File: config.mk
export PLATFORM = sky130hd
export DESIGN_NAME = phase_seq
export DESIGN_NICKNAME = d
export VERILOG_FILES = /design/src/rtl/phase_seq_pkg.sv /design/src/rtl/phase_step_cfg.sv /design/src/rtl/phase_next_sel.sv /design/src/rtl/phase_seq.sv
export SDC_FILE = /design/constraint.sdc
export NUM_CORES = 1
export LEC_CHECK = 0
export BUFFER_PORTS_ARGS = -buffer_cell sky130_fd_sc_hd__buf_4
export CAP_MARGIN = 20
export CORE_MARGIN = 2
export CORE_UTILIZATION = 30
export DETAILED_ROUTE_END_ITERATION = 12
export SETUP_SLACK_MARGIN = 0.02
export SYNTH_ARGS = -nofsm -noshare
export SYNTH_HDL_FRONTEND = slang
export SYNTH_HIERARCHICAL = 1
export SYNTH_SLANG_ARGS = --single-unit
File: constraint.sdc
create_clock -name clk -period 2.1 [get_ports clk]
set_clock_uncertainty 0.15 [all_clocks]
set_input_delay 0.42 -clock clk [delete_from_list [all_inputs] [get_ports clk]]
set_output_delay 0.42 -clock clk [all_outputs]
set_load 0.02 [all_outputs]
File: src/rtl/phase_seq_pkg.sv
package phase_seq_pkg;

  typedef enum logic [2:0] {
    PH_IF  = 3'd0,
    PH_OAC = 3'd1,
    PH_IND = 3'd2,
    PH_OPF = 3'd3,
    PH_EXE = 3'd4,
    PH_OPS = 3'd5
  } phase_e;

  localparam int NUM_PHASES = 6;

  typedef struct packed {
    logic mem_ref;
    logic indirect;
    logic rd_opnd;
    logic wr_result;
  } ins_desc_t;

  function automatic logic is_mem_phase(phase_e p);
    return (p == PH_IF) || (p == PH_IND) || (p == PH_OPF) || (p == PH_OPS);
  endfunction

endpackage

File: src/rtl/phase_step_cfg.sv
module phase_step_cfg
  import phase_seq_pkg::*;
#(
  parameter int MINOR_W   = 2,
  parameter int IF_STEPS  = 2,
  parameter int OAC_STEPS = 1,
  parameter int IND_STEPS = 2,
  parameter int OPF_STEPS = 2,
  parameter int EXE_STEPS = 3,
  parameter int OPS_STEPS = 2
) (
  input  phase_e               cur,
  input  logic [MINOR_W-1:0]   minor,
  output logic [MINOR_W-1:0]   last_idx,
  output logic                 last_step,
  output logic                 mem_step
);

  always_comb begin
    case (cur)
      PH_IF:   last_idx = MINOR_W'(IF_STEPS - 1);
      PH_OAC:  last_idx = MINOR_W'(OAC_STEPS - 1);
      PH_IND:  last_idx = MINOR_W'(IND_STEPS - 1);
      PH_OPF:  last_idx = MINOR_W'(OPF_STEPS - 1);
      PH_EXE:  last_idx = MINOR_W'(EXE_STEPS - 1);
      PH_OPS:  last_idx = MINOR_W'(OPS_STEPS - 1);
      default: last_idx = '0;
    endcase
  end

  assign last_step = (minor == last_idx);
  assign mem_step  = last_step && is_mem_phase(cur);

endmodule

File: src/rtl/phase_next_sel.sv
module phase_next_sel
  import phase_seq_pkg::*;
(
  input  phase_e    cur,
  input  ins_desc_t desc,
  output phase_e    nxt,
  output logic      final_phase
);

  logic m, i, r, w;
  assign m = desc.mem_ref;
  assign i = desc.mem_ref & desc.indirect;
  assign r = desc.mem_ref & desc.rd_opnd;
  assign w = desc.mem_ref & desc.wr_result;

  always_comb begin
    nxt         = PH_EXE;
    final_phase = 1'b0;
    case (cur)
      PH_IF:  nxt = m ? PH_OAC : PH_EXE;
      PH_OAC: begin
        if (i)      nxt = PH_IND;
        else if (r) nxt = PH_OPF;
        else        nxt = PH_EXE;
      end
      PH_IND: nxt = r ? PH_OPF : PH_EXE;
      PH_OPF: nxt = PH_EXE;
      PH_EXE: begin
        if (w) nxt = PH_OPS;
        else begin
          nxt         = PH_IF;
          final_phase = 1'b1;
        end
      end
      default: begin
        nxt         = PH_IF;
        final_phase = 1'b1;
      end
    endcase
  end

endmodule

File: src/rtl/phase_seq.sv
module phase_seq
  import phase_seq_pkg::*;
#(
  parameter int MAX_STEPS = 3,
  parameter int IF_STEPS  = 2,
  parameter int OAC_STEPS = 1,
  parameter int IND_STEPS = 2,
  parameter int OPF_STEPS = 2,
  parameter int EXE_STEPS = 3,
  parameter int OPS_STEPS = 2
) (
  input  logic       clk,
  input  logic       rst,
  input  logic       start,
  input  logic       desc_mem_ref,
  input  logic       desc_indirect,
  input  logic       desc_rd_opnd,
  input  logic       desc_wr_result,
  input  logic       mem_ready,
  output logic       start_ready,
  output logic [2:0] major_state,
  output logic [1:0] minor_step,
  output logic [5:0] phase_strobe,
  output logic       instr_done
);

  localparam int MINOR_W = (MAX_STEPS > 1) ? $clog2(MAX_STEPS) : 1;

  logic                busy;
  phase_e              major;
  logic [MINOR_W-1:0]  minor;
  ins_desc_t           desc_q;
  ins_desc_t           desc_in;
  logic                done_q;

  phase_e              nxt;
  logic                final_phase;
  logic [MINOR_W-1:0]  last_idx;
  logic                last_step;
  logic                mem_step;
  logic                adv;

  assign desc_in = '{mem_ref: desc_mem_ref, indirect: desc_indirect,
                     rd_opnd: desc_rd_opnd, wr_result: desc_wr_result};

  phase_step_cfg #(
    .MINOR_W(MINOR_W), .IF_STEPS(IF_STEPS), .OAC_STEPS(OAC_STEPS),
    .IND_STEPS(IND_STEPS), .OPF_STEPS(OPF_STEPS), .EXE_STEPS(EXE_STEPS),
    .OPS_STEPS(OPS_STEPS)
  ) cfg_i (
    .cur(major), .minor(minor), .last_idx(last_idx),
    .last_step(last_step), .mem_step(mem_step)
  );

  phase_next_sel next_i (
    .cur(major), .desc(desc_q), .nxt(nxt), .final_phase(final_phase)
  );

  assign adv = busy && (!mem_step || mem_ready);

  always_ff @(posedge clk) begin
    if (rst) begin
      busy   <= 1'b0;
      major  <= PH_IF;
      minor  <= '0;
      desc_q <= '0;
      done_q <= 1'b0;
    end else begin
      done_q <= 1'b0;
      if (!busy) begin
        if (start) begin
          busy   <= 1'b1;
          desc_q <= desc_in;
          major  <= PH_IF;
          minor  <= '0;
        end
      end else if (adv) begin
        if (last_step) begin
          minor <= '0;
          if (final_phase) begin
            busy   <= 1'b0;
            major  <= PH_IF;
            done_q <= 1'b1;
          end else begin
            major <= nxt;
          end
        end else begin
          minor <= minor + 1'b1;
        end
      end
    end
  end

  genvar g;
  generate
    for (g = 0; g < NUM_PHASES; g++) begin : g_strobe
      assign phase_strobe[g] = busy && (major == phase_e'(g));
    end
  endgenerate

  assign start_ready = !busy;
  assign major_state = major;
  assign minor_step  = 2'(minor);
  assign instr_done  = done_q;

  // accepted descriptor starts at fetch step 0
  p_start_fetch_r2: assert property (@(posedge clk) disable iff (rst)
    (!busy && start) |=> (busy && major == PH_IF && minor == '0));

  // no memory phases when memory is not referenced
  p_skip_mem_r4: assert property (@(posedge clk) disable iff (rst)
    (busy && !desc_q.mem_ref) |-> (major == PH_IF || major == PH_EXE));

  // minor restarts at zero after the last step of a phase
  p_minor_restart_r5: assert property (@(posedge clk) disable iff (rst)
    (adv && last_step) |=> (minor == '0));

  // minor stays inside the phase's step count
  p_minor_range_r5: assert property (@(posedge clk) disable iff (rst)
    busy |-> (minor <= last_idx));

  // memory step holds while memory is not ready
  p_stall_hold_r6: assert property (@(posedge clk) disable iff (rst)
    (busy && mem_step && !mem_ready) |=>
      (busy && major == $past(major) && minor == $past(minor)));

  // non-memory, non-final steps advance by one
  p_step_adv_r7: assert property (@(posedge clk) disable iff (rst)
    (busy && !mem_step && !last_step) |=>
      (major == $past(major) && minor == $past(minor) + 1'b1));

  // completion pulse lasts one cycle and lands in idle
  p_done_pulse_r8: assert property (@(posedge clk) disable iff (rst)
    instr_done |=> !instr_done);

  p_done_idle_r8: assert property (@(posedge clk) disable iff (rst)
    instr_done |-> (start_ready && major_state == 3'd0 && minor_step == 2'd0));

  // strobe is one-hot while busy
  p_strobe_onehot_r9: assert property (@(posedge clk) disable iff (rst)
    busy |-> ($countones(phase_strobe) == 1));

endmodule

==> metrics <==
routed metal-1 wire length=800 um; origin of the critical flop-to-flop path=minor_step[0]; crit path to=phase_strobe[2]; final setup TNS=0 ps; die area=2815 um2; Final min period=1930 ps; routability cong.=0.7310; DRC viols=0; n_diodes=0; antenna viol nets, final=0; pre-CTS setup slack=218.9 ps; Period Utilization, post-route=91.92%; Starting DRT DRC Count=21; # IOs=21; Lkg Pwr=0.3988 nW; VDD IR max=0.3369 mV; CTS Hold Bufs=0; Slew Viols, Final=0; hpwl dp=1204 um; Setup Crit Path Kind=reg -> out; register area share after synthesis=30.50%; P&R area growth vs syn=31.20%; achievable clock frequency=518.0 MHz; Post-Syn Area=721.9 um2; vias per cell=5.014; Syn Inst Count=85; area of the multi-input gates=464.2 um2; CTS root buffer=clkbuf_4; final worst slack=169.6 ps; Critical Path End Type=primary output; R2R Setup Slk=180 ps; H-tree Lvls=1; Overall Power=462.5 uW; row count=17; Initial Util=32.32%; Placed Cells=135; Final Net Count=120; Critical Path RT=1530 ps; antenna violations before repair=0; Die W=53.06 um; register area=222.7 um2; pwr/cell area=488.3 nW/um2; Max-slew headroom=65.30%; crit path launch type=flip-flop; Ys Warns=6; height of the die=53.06 um; reg2reg end=major_state[0]; min-delay worst type=in -> reg; # setup viols final=0; GRT Util Overall=14.67%; cells on worst reg2reg path=6; CTS buffer count=3; met3 WL=96 um; CTS Sinks=11; # port buffers=20; Syn Area/Cell=8.493 um2; layout cells sized above 1=36.04%; met2 routed WL=679 um; Design Area, Final=947.2 um2; First-pass DRT Iterations=4; clock latency at the later pin of the worst-skew pair=280 ps; placed cell area=919.6 um2; Fin Hold WS=232.4 ps; Vias=697; final std cells w/o fill=139; Mapped Nets=93; vias in the first global route=645; MaxCap Viol Count=0; Fillers=234; Bufs on Longest Clock Path=2; largest net degree at the start of global routing=14; core area=2233 um2; Total Wirelength=1655 um; Slew @ Worst Pin=515.9 ps; GRT overflow=0; #FFs+latches synth=11; wire per inst=11.91 um; Yosys cell types=38; arrival time of the worst setup path=1360 ps; Crit. Startpoint=major_state[2]; Hold Vio Cnt, Final=0; Final Core Density=42.41%; crit path max fanout=8; min-delay src=desc_indirect; status=complete, no violations; clk slew on worst S/H paths=80 ps; global-route wire length before repair=2904 um; top sig layer=met4; CTS tree=built; RSZ-0062 raised after global routing=no
-- synth_stat cells --
cell type | count | area, um2
a2111oi_2 | 1 | 15.01
a21boi_0 | 2 | 15.01
a21oi_1 | 5 | 25.02
a31o_2 | 1 | 8.760
and2b_1 | 1 | 7.510
and3_1 | 1 | 6.260
and3b_1 | 1 | 8.760
and4b_1 | 1 | 10.01
buf_4 | 1 | 7.510
buf_6 | 1 | 11.26
dfxtp_1 | 11 | 220.2
inv_1 | 4 | 15.01
inv_2 | 1 | 3.750
mux2_2 | 1 | 11.26
mux2i_1 | 3 | 30.03
nand2_1 | 13 | 48.80
nand2b_1 | 2 | 12.51
nand2b_2 | 1 | 8.760
nand2b_4 | 1 | 13.76
nand3_1 | 4 | 20.02
nand3b_1 | 1 | 7.510
nor2_1 | 5 | 18.77
nor2b_1 | 1 | 6.260
nor2b_4 | 1 | 13.76
nor3_1 | 5 | 25.02
nor3b_1 | 3 | 22.52
nor3b_4 | 1 | 18.77
nor4b_1 | 2 | 17.52
nor4b_2 | 1 | 15.01
o211ai_1 | 1 | 7.510
o21a_1 | 1 | 7.510
o21ai_0 | 1 | 5.000
o21bai_1 | 1 | 7.510
o221a_2 | 1 | 11.26
o31a_1 | 1 | 8.760
o31ai_2 | 1 | 12.51
xnor2_1 | 1 | 8.760
xor2_1 | 1 | 8.760
-- registers in the layout (all words and copies together), names as in the netlist --
signal and cells:
desc_q 4, major_state 3, minor_step 2, busy 1
instr_done 1
-- metal layers --
layer / global-route usage [%] / vias up
li1: - / 361
met1: 18.97 / 306
met2: 21.25 / 23
met3: 1.695 / 7
met4: 12.82 / 0
met5: 0 / -
-- critical path, stage by stage, from the launching register on --
cell      delay, ps
dfxtp_2         370
buf_4           170
nand2b_1        170
nor3b_1         200
buf_4           170
-- cell usage in the layout, fill, tap and decap left out, types with 3 or more instances in the layout --
master | Yosys | layout
buf_4 | 1 | 24
nand2_1 | 13 | 13
dfxtp_1 | 11 | 9
nor3_1 | 5 | 5
nor2_1 | 5 | 5
a21oi_1 | 5 | 5
nand3_1 | 4 | 4
inv_1 | 4 | 4
nor3b_1 | 3 | 3
mux2i_1 | 3 | 3
clkbuf_4 | 0 | 3
-- area by class of cell --
cell class	instances	share of cell area [%]
multi-input combinational	67	49.01
timing repair buffer	24	19.02
inverter	5	1.982
sequential	11	23.51
tap	28	3.699
clock buffer	4	2.774
-- power breakdown --
part           leakage, nW  internal [mW]  total, mW  switching (mW)
clock network       0.0150         0.0739      0.156          0.0825
registers           0.0907          0.216      0.228          0.0122
logic                0.293         0.0392     0.0777          0.0385
-- how the worst min path moves through the flow --
stage | endpoint | cells past startpoint
2_1_floorplan | desc_q[0] | 2
3_3_place_gp | desc_q[0] | 2
3_5_place_dp | desc_q[0] | 2
4_1_cts | desc_q[2] | 3
5_1_grt | desc_q[0] | 3
6_report | desc_q[2] | 3
-- kinds of logic (layout without fill, tap and decap cells) --
| family | count (synthesis) | in the layout | synth area share, % |
|---|---|---|---|
| AOI/OAI and AO/OA | 16 | 16 | 17.16 |
| xor gates and xnor gates | 2 | 2 | 2.427 |
| buffers and inverters | 7 | 33 | 5.198 |
| DFF | 11 | 11 | 30.50 |
| muxes | 4 | 4 | 5.719 |
| and+or+nand+nor | 45 | 45 | 39.00 |
-- timing repair --
action                                  4_1_cts  5_1_grt
endpoints found under the setup margin        0        1
hold endpoints to repair                      0        0
resized for setup                             0        1
setup buffers                                 0        0
Note: power is estimated with default switching activity, not from simulation.
